===== src/rtl/copy_sel_pkg.sv =====
package copy_sel_pkg;
  parameter int OFS_W      = 32;
  parameter int PITCH_W    = 16;
  parameter int CPP_W      = 4;
  parameter int DIM_W      = 16;
  parameter int ALIGN_LOG2 = 6;
  parameter int NPATH      = 4;

  localparam int P_LINEAR = 0;
  localparam int P_SCALER = 1;
  localparam int P_BLIT   = 2;
  localparam int P_SOFT   = 3;

  typedef struct packed {
    logic [OFS_W-1:0]   offset;
    logic [PITCH_W-1:0] pitch;
    logic [CPP_W-1:0]   cpp;
    logic [DIM_W-1:0]   w;
    logic [DIM_W-1:0]   h;
    logic [DIM_W-1:0]   d;
    logic               vram;
    logic [DIM_W-1:0]   x0;
    logic [DIM_W-1:0]   x1;
    logic [DIM_W-1:0]   y0;
    logic [DIM_W-1:0]   y1;
  } surf_desc_t;
endpackage


===== src/rtl/copy_sel_extent.sv =====
module copy_sel_extent
  import copy_sel_pkg::*;
(
  input  surf_desc_t src,
  input  surf_desc_t dst,
  output logic       scaled
);
  logic [DIM_W-1:0] src_ext_x, src_ext_y, dst_ext_x, dst_ext_y;

  always_comb begin
    src_ext_x = src.x1 - src.x0;
    src_ext_y = src.y1 - src.y0;
    dst_ext_x = dst.x1 - dst.x0;
    dst_ext_y = dst.y1 - dst.y0;
    scaled    = (src_ext_x != dst_ext_x) || (src_ext_y != dst_ext_y);
  end
endmodule


===== src/rtl/copy_sel_elig.sv =====
module copy_sel_elig
  import copy_sel_pkg::*;
#(
  parameter int SRC_LIMIT = 1024,
  parameter int SWZ_LIMIT = 2048,
  parameter int MIN_DIM   = 2,
  parameter int MAX_CPP   = 4
) (
  input  surf_desc_t       src,
  input  surf_desc_t       dst,
  input  logic             scaled,
  input  logic             newer_gen,
  output logic [NPATH-1:0] elig
);
  localparam logic [DIM_W-1:0] SRC_LIM = DIM_W'(SRC_LIMIT);
  localparam logic [DIM_W-1:0] SWZ_LIM = DIM_W'(SWZ_LIMIT);
  localparam logic [DIM_W-1:0] DIM_MIN = DIM_W'(MIN_DIM);
  localparam logic [DIM_W-1:0] ONE     = DIM_W'(1);
  localparam logic [CPP_W-1:0] CPP_MAX = CPP_W'(MAX_CPP);
  localparam logic [CPP_W-1:0] CPP_ONE = CPP_W'(1);

  logic src_pitched, dst_pitched;
  logic dst_ofs_al, dst_pitch_al;
  logic src_fits, dst_swz_fits, dst_pitched_ok, flat_both;
  logic blit_size_ok, blit_cpp_ok;

  always_comb begin
    src_pitched    = |src.pitch;
    dst_pitched    = |dst.pitch;
    dst_ofs_al     = ~|dst.offset[ALIGN_LOG2-1:0];
    dst_pitch_al   = ~|dst.pitch[ALIGN_LOG2-1:0];
    flat_both      = (src.d <= ONE) && (dst.d <= ONE);
    src_fits       = ((src.w | src.h) <= SRC_LIM) &&
                     (src.w >= DIM_MIN) && (src.h >= DIM_MIN);
    dst_swz_fits   = ((dst.w | dst.h) <= SWZ_LIM) &&
                     (dst.w >= DIM_MIN) && (dst.h >= DIM_MIN);
    dst_pitched_ok = dst.vram && dst_pitch_al;
    blit_size_ok   = (dst.w >= DIM_MIN) && (dst.h >= DIM_MIN) && (dst.d <= ONE);
    blit_cpp_ok    = (dst.cpp <= CPP_MAX) && (src.cpp <= CPP_MAX) &&
                     !((dst.cpp == CPP_ONE) && !dst_pitched);

    elig           = '0;
    elig[P_LINEAR] = src_pitched && dst_pitched && !scaled;
    elig[P_SCALER] = src_pitched && src_fits && flat_both && dst_ofs_al &&
                     (dst_pitched ? dst_pitched_ok : dst_swz_fits);
    elig[P_BLIT]   = newer_gen && dst_ofs_al && dst_pitch_al &&
                     blit_size_ok && blit_cpp_ok;
    elig[P_SOFT]   = !scaled;
  end
endmodule


===== src/rtl/copy_sel_prio.sv =====
module copy_sel_prio #(
  parameter int N = 4
) (
  input  logic [N-1:0] req,
  output logic [N-1:0] grant
);
  logic [N:0] taken;
  assign taken[0] = 1'b0;

  for (genvar i = 0; i < N; i++) begin : g_stage
    assign grant[i]   = req[i] & ~taken[i];
    assign taken[i+1] = taken[i] | req[i];
  end
endmodule


===== src/rtl/copy_path_sel.sv =====
module copy_path_sel
  import copy_sel_pkg::*;
(
  input  logic               clk,
  input  logic               rst_n,
  input  logic               req_valid,
  input  logic               newer_gen,
  input  logic [OFS_W-1:0]   src_offset,
  input  logic [PITCH_W-1:0] src_pitch,
  input  logic [CPP_W-1:0]   src_cpp,
  input  logic [DIM_W-1:0]   src_w,
  input  logic [DIM_W-1:0]   src_h,
  input  logic [DIM_W-1:0]   src_d,
  input  logic               src_vram,
  input  logic [DIM_W-1:0]   src_x0,
  input  logic [DIM_W-1:0]   src_x1,
  input  logic [DIM_W-1:0]   src_y0,
  input  logic [DIM_W-1:0]   src_y1,
  input  logic [OFS_W-1:0]   dst_offset,
  input  logic [PITCH_W-1:0] dst_pitch,
  input  logic [CPP_W-1:0]   dst_cpp,
  input  logic [DIM_W-1:0]   dst_w,
  input  logic [DIM_W-1:0]   dst_h,
  input  logic [DIM_W-1:0]   dst_d,
  input  logic               dst_vram,
  input  logic [DIM_W-1:0]   dst_x0,
  input  logic [DIM_W-1:0]   dst_x1,
  input  logic [DIM_W-1:0]   dst_y0,
  input  logic [DIM_W-1:0]   dst_y1,
  output logic [NPATH-1:0]   path_sel,
  output logic               scaled,
  output logic               no_path_err
);
  surf_desc_t       src_desc, dst_desc;
  logic [NPATH-1:0] elig;
  logic             err_d, err_q;

  always_comb begin
    src_desc = '{offset: src_offset, pitch: src_pitch, cpp: src_cpp,
                 w: src_w, h: src_h, d: src_d, vram: src_vram,
                 x0: src_x0, x1: src_x1, y0: src_y0, y1: src_y1};
    dst_desc = '{offset: dst_offset, pitch: dst_pitch, cpp: dst_cpp,
                 w: dst_w, h: dst_h, d: dst_d, vram: dst_vram,
                 x0: dst_x0, x1: dst_x1, y0: dst_y0, y1: dst_y1};
  end

  copy_sel_extent u_extent (
    .src    (src_desc),
    .dst    (dst_desc),
    .scaled (scaled)
  );

  copy_sel_elig u_elig (
    .src       (src_desc),
    .dst       (dst_desc),
    .scaled    (scaled),
    .newer_gen (newer_gen),
    .elig      (elig)
  );

  copy_sel_prio #(.N(NPATH)) u_prio (
    .req   (elig),
    .grant (path_sel)
  );

  // sticky error: next state then register
  always_comb begin
    err_d = err_q;
    if (req_valid && !(|path_sel)) err_d = 1'b1;
  end

  always_ff @(posedge clk or negedge rst_n) begin
    if (!rst_n) err_q <= 1'b0;
    else        err_q <= err_d;
  end

  assign no_path_err = err_q;
endmodule


===== config.mk =====
export PLATFORM = sky130hd
export DESIGN_NAME = copy_path_sel
export DESIGN_NICKNAME = d
export VERILOG_FILES = /design/src/rtl/copy_sel_pkg.sv /design/src/rtl/copy_sel_extent.sv /design/src/rtl/copy_sel_elig.sv /design/src/rtl/copy_sel_prio.sv /design/src/rtl/copy_path_sel.sv
export SDC_FILE = /design/constraint.sdc
export NUM_CORES = 1
export LEC_CHECK = 0
export CORE_AREA = 2 2 133 135
export CTS_CLUSTER_DIAMETER = 150
export DETAILED_ROUTE_END_ITERATION = 12
export DIE_AREA = 0 0 135 137
export GPL_ROUTABILITY_DRIVEN = 0
export MAX_ROUTING_LAYER = met4
export SYNTH_ARGS = -nofsm -noshare
export SYNTH_HDL_FRONTEND = slang
export SYNTH_SLANG_ARGS = --single-unit

===== constraint.sdc =====
create_clock -name clk -period 6.1 [get_ports clk]
set_clock_uncertainty 0.05 [all_clocks]
set_input_delay 1.22 -clock clk [delete_from_list [all_inputs] [get_ports clk]]
set_output_delay 1.22 -clock clk [all_outputs]
set_load 0.02 [all_outputs]

==> metrics.txt <==
# TYPE chip_impl_metric gauge
chip_impl_metric{name="die_height",unit="um"} 137
chip_impl_metric{name="grt.overflow.total",unit=""} 0
chip_impl_metric{name="simple_gate_share_of_the_synthesized_area",unit="%"} 24.9
chip_impl_info{name="kind_of_capture_point_of_the_worst_setup_path",value="primary output"} 1
chip_impl_metric{name="power.share.clock",unit="%"} 0
chip_impl_metric{name="clk_pin_slew_worst_paths",unit="ns"} 0
chip_impl_metric{name="seq_power_share",unit="%"} 0.9
chip_impl_metric{name="switching_share",unit="%"} 40.9
chip_impl_info{name="cp_cell_sequence",value="clkdlybuf4s50_1, inv_1, ha_1, and2_4, a221oi_4, a21boi_0, o221a_4, xor2_1, o21ai_1, a2111oi_2, nand4_1, nor4_2, buf_4, inv_2, nor3_2, buf_4"} 1
chip_impl_metric{name="setup.reg_to_reg.worst_slack",unit="ns"} 5.35
chip_impl_metric{name="synth-warning-count",unit=""} 0
chip_impl_info{name="slowest_cell_on_crit_path",value="sky130_fd_sc_hd__clkdlybuf4s50_1"} 1
chip_impl_metric{name="drc",unit=""} 0
chip_impl_info{name="crit_family",value="compound AO/OA/AOI/OAI gates"} 1
chip_impl_metric{name="grt_max_degree",unit=""} 7
chip_impl_metric{name="insertion_delay",unit="ns"} 0
chip_impl_metric{name="finalWorstSetupSlack",unit="ns"} 0.232
chip_impl_info{name="critical_path.reg2reg.endpoint",value="no_path_err"} 1
chip_impl_metric{name="worst_ep_required_time",unit="ns"} 4.83
chip_impl_metric{name="post-route-min-period",unit="ns"} 5.87
chip_impl_metric{name="timing.final.crit_share",unit="%"} 96.2
chip_impl_metric{name="number_of_storage_elements_in_the_synthesis_netlist",unit=""} 1
chip_impl_info{name="synth-main-ff-cell",value="sky130_fd_sc_hd__dfrtp_1"} 1
chip_impl_metric{name="die-width",unit="um"} 135
chip_impl_metric{name="die-area",unit="sq um"} 18500
chip_impl_info{name="min-delay-start",value="no_path_err"} 1
chip_impl_metric{name="synth_cell_types",unit=""} 65
chip_impl_metric{name="worst_case_reg_to_reg_path_depth",unit=""} 1
chip_impl_metric{name="rows",unit=""} 48
chip_impl_metric{name="postSynthAreaPerCell",unit="sq um"} 7.27
chip_impl_metric{name="p_int",unit="W"} 0.000434
chip_impl_metric{name="crit_fanout",unit=""} 4
chip_impl_metric{name="finalSetupViolations",unit=""} 0
chip_impl_metric{name="path_buf_inv",unit=""} 5
chip_impl_metric{name="synth.area.mux_share",unit="%"} 0
chip_impl_info{name="r2r_start",value="no_path_err"} 1
chip_impl_info{name="run_status",value="finished clean"} 1
chip_impl_metric{name="area_delta_synth_final",unit="%"} 98.9
chip_impl_metric{name="num-fill-cells",unit=""} 1747
chip_impl_metric{name="yosys.area_share.xor_xnor",unit="%"} 19.0
chip_impl_info{name="yosysTopAreaCell",value="sky130_fd_sc_hd__ha_1"} 1
chip_impl_metric{name="max-slew-margin-rel",unit="%"} 62.5
chip_impl_metric{name="yosys.area_share.adder",unit="%"} 22.8
chip_impl_metric{name="timing.max_cap.violations",unit=""} 0
chip_impl_metric{name="yosysTopAreaCellShare",unit="%"} 20.7
chip_impl_metric{name="routed-via-count",unit=""} 4887
chip_impl_metric{name="min_delay_path_depth",unit=""} 1
chip_impl_metric{name="fmax",unit="GHz"} 0.170
chip_impl_info{name="criticalPathCategory",value="input pin to primary output"} 1
chip_impl_metric{name="leakage",unit="nW"} 3.35
chip_impl_metric{name="grt_first_pass_wirelength",unit="um"} 23300
chip_impl_metric{name="worst_slew_pin_slew",unit="ns"} 0.557
chip_impl_metric{name="final-hold-violation-count",unit=""} 0
chip_impl_metric{name="track_usage",unit="%"} 16.0
chip_impl_metric{name="io_pins",unit=""} 340
chip_impl_metric{name="drt_first_iter_violations",unit=""} 177
chip_impl_info{name="cpMostUsedCell",value="sky130_fd_sc_hd__buf_4"} 1
chip_impl_metric{name="netlist_area",unit="sq um"} 3860
chip_impl_info{name="timing.critical_path.from_type",value="input pin"} 1
chip_impl_metric{name="place_ws",unit="ns"} -0.406
chip_impl_info{name="synthMostInstantiatedCell",value="sky130_fd_sc_hd__inv_1"} 1
chip_impl_info{name="rsz0062_at_grt",value="no"} 1
chip_impl_metric{name="ant_nets",unit=""} 0
chip_impl_info{name="hold_removal_path_class",value="flop to flop"} 1
chip_impl_metric{name="synth-compound-area-share",unit="%"} 25.9
chip_impl_metric{name="power.switching",unit="W"} 0.000300
chip_impl_metric{name="combPwrFrac",unit="%"} 99.1
chip_impl_metric{name="antenna_found_initial",unit=""} 2
chip_impl_metric{name="first_pass_iters",unit=""} 4
chip_impl_metric{name="postSynthNetCount",unit=""} 933
chip_impl_metric{name="hpwl",unit="um"} 14400
chip_impl_info{name="min_delay_worst_endpoint",value="no_path_err"} 1
chip_impl_metric{name="synth_sequential_area_ratio",unit="%"} 0.648
chip_impl_info{name="synth_top_family_by_area",value="compound AO/OA/AOI/OAI gates"} 1
chip_impl_metric{name="worst_path_largest_cell_delay",unit="ns"} 0.46
chip_impl_metric{name="power_per_cell_area",unit="nW/um^2"} 95.6
chip_impl_metric{name="synth_cells",unit=""} 531
chip_impl_metric{name="synth-edff-count",unit=""} 0
chip_impl_metric{name="detail_route.wirelength",unit="um"} 15800
chip_impl_metric{name="power.ir.vdd_worst",unit="V"} 0.0000388
chip_impl_metric{name="post-place-cells",unit=""} 1121
chip_impl_metric{name="async_reset_ff_share",unit="%"} 100
chip_impl_info{name="synth_common_cells",value="sky130_fd_sc_hd__inv_1 (67), sky130_fd_sc_hd__ha_1 (64), sky130_fd_sc_hd__xnor2_1 (57)"} 1
chip_impl_metric{name="final_max_slew_viol_count",unit=""} 0
chip_impl_metric{name="core-area",unit="sq um"} 17100
chip_impl_metric{name="vias_in_the_first_global_route",unit=""} 4652
chip_impl_metric{name="largest_register_ff_count",unit=""} 1
chip_impl_metric{name="finish.cell_count_without_fillers",unit=""} 1125
chip_impl_info{name="netlist_top_cells_area",value="sky130_fd_sc_hd__ha_1 (21%), sky130_fd_sc_hd__xnor2_1 (13%), sky130_fd_sc_hd__inv_1 (6.5%)"} 1
chip_impl_metric{name="io_buffer_count",unit=""} 278
chip_impl_metric{name="wire_per_inst",unit="um"} 14.1
chip_impl_metric{name="vias_per_cell",unit=""} 4.34
chip_impl_metric{name="critical_path_arrival",unit="ns"} 4.60
chip_impl_metric{name="post_route_cells_drive_above_1_share",unit="%"} 15.3
chip_impl_metric{name="start_util",unit="%"} 22.6
chip_impl_metric{name="num-nets-final",unit=""} 1302
how the worst max path moves through the flow:
stage	slack, ns	start	depth (start not counted)	to
3_5_place_dp	-0.41	src_x1[0]	18	path_sel[3]
2_1_floorplan	0.84	src_y1[0]	14	path_sel[0]
3_3_place_gp	-0.41	src_x1[0]	18	path_sel[3]
4_1_cts	0.02	src_x1[0]	18	path_sel[0]
6_report	0.23	src_y0[4]	16	path_sel[0]
5_1_grt	0.01	src_x1[1]	17	path_sel[0]
cell families (layout without fill, tap and decap cells):
| family | after synthesis | after routing |
|---|---|---|
| other | 0 | 2 |
| DFF | 1 | 1 |
| and+or+nand+nor | 172 | 172 |
| xor gates and xnor gates | 82 | 82 |
| adders and majority gates | 68 | 68 |
| buffers and inverters | 69 | 436 |
| AOI/OAI and AO/OA | 139 | 139 |
cells in the final DEF (no fill, tap or decap), types with 4 or more instances in the layout:
cell type / Yosys / routed
sky130_fd_sc_hd__o2111ai_1: 5 / 5
sky130_fd_sc_hd__and2_1: 4 / 4
sky130_fd_sc_hd__o21ai_0: 26 / 25
sky130_fd_sc_hd__inv_1: 67 / 65
sky130_fd_sc_hd__nand2b_1: 14 / 12
sky130_fd_sc_hd__nand4_1: 6 / 6
sky130_fd_sc_hd__buf_4: 0 / 92
sky130_fd_sc_hd__a21oi_1: 37 / 35
sky130_fd_sc_hd__o21ai_1: 3 / 4
sky130_fd_sc_hd__nor3_1: 15 / 15
sky130_fd_sc_hd__nand3_1: 15 / 15
sky130_fd_sc_hd__o211ai_1: 6 / 6
sky130_fd_sc_hd__nor4_1: 29 / 28
sky130_fd_sc_hd__and4_1: 4 / 4
sky130_fd_sc_hd__a21oi_2: 4 / 5
sky130_fd_sc_hd__xor2_1: 24 / 24
sky130_fd_sc_hd__a21o_1: 16 / 16
sky130_fd_sc_hd__a31oi_1: 5 / 5
sky130_fd_sc_hd__nand2_1: 27 / 27
sky130_fd_sc_hd__ha_1: 64 / 62
sky130_fd_sc_hd__o21a_1: 4 / 4
sky130_fd_sc_hd__nor2_1: 27 / 27
sky130_fd_sc_hd__xnor2_1: 57 / 57
sky130_fd_sc_hd__clkdlybuf4s50_1: 0 / 270
sky130_fd_sc_hd__or4_1: 6 / 6
sky130_fd_sc_hd__nor2b_1: 5 / 5
through the flow:
step,total power [W],hold WS [ns],utilization [%],setup TNS [ns],cell area [sq um]
2_1_floorplan,0.000385,0.528,-,0,3860
4_1_cts,0.000728,0.445,44.5,0,7590
6_report,0.000735,0.438,45.0,0,7680
5_1_grt,0.000806,0.463,45.0,0,7680
3_3_place_gp,0.000716,0.433,44.5,-1.49,7580
3_5_place_dp,0.000717,0.431,44.5,-1.59,7580
power groups by stage:
stage,logic [W],clock network (W),registers (W)
global placement,0.000710,0,0.00000675
finish,0.000728,0.0000000000440,0.00000675
CTS,0.000721,0,0.00000675
floorplan,0.000378,0,0.00000676
detailed placement,0.000711,0,0.00000675
global route,0.000799,0.0000000000439,0.00000675
layout make-up:
| cell class | instances | area, sq um | area share (%) |
|---|---|---|---|
| repair buffers | 368 | 3450 | 44.9 |
| well taps | 225 | 282 | 3.66 |
| flip-flops and latches | 1 | 25.0 | 0.326 |
| multi-input cells | 461 | 3670 | 47.8 |
| diodes | 2 | 5.00 | 0.0651 |
| inverters | 68 | 255 | 3.32 |
layer usage:
metal | GRT usage (%) | vias up | routed length, um
li1 | - | 2679 | -
met1 | 24.3 | 2099 | 8020
met2 | 24.0 | 103 | 7000
met3 | 1.74 | 6 | 737
met4 | 0.463 | 0 | 61
met5 | - | - | 0
timing repair:
item                                    CTS  global route
hold buffers                              0             0
gates resized for setup                  14            28
endpoints found under the setup margin    5             5
setup buffers                             0             2
pin swaps                                 3            17
(Power assumes the default switching activity.)
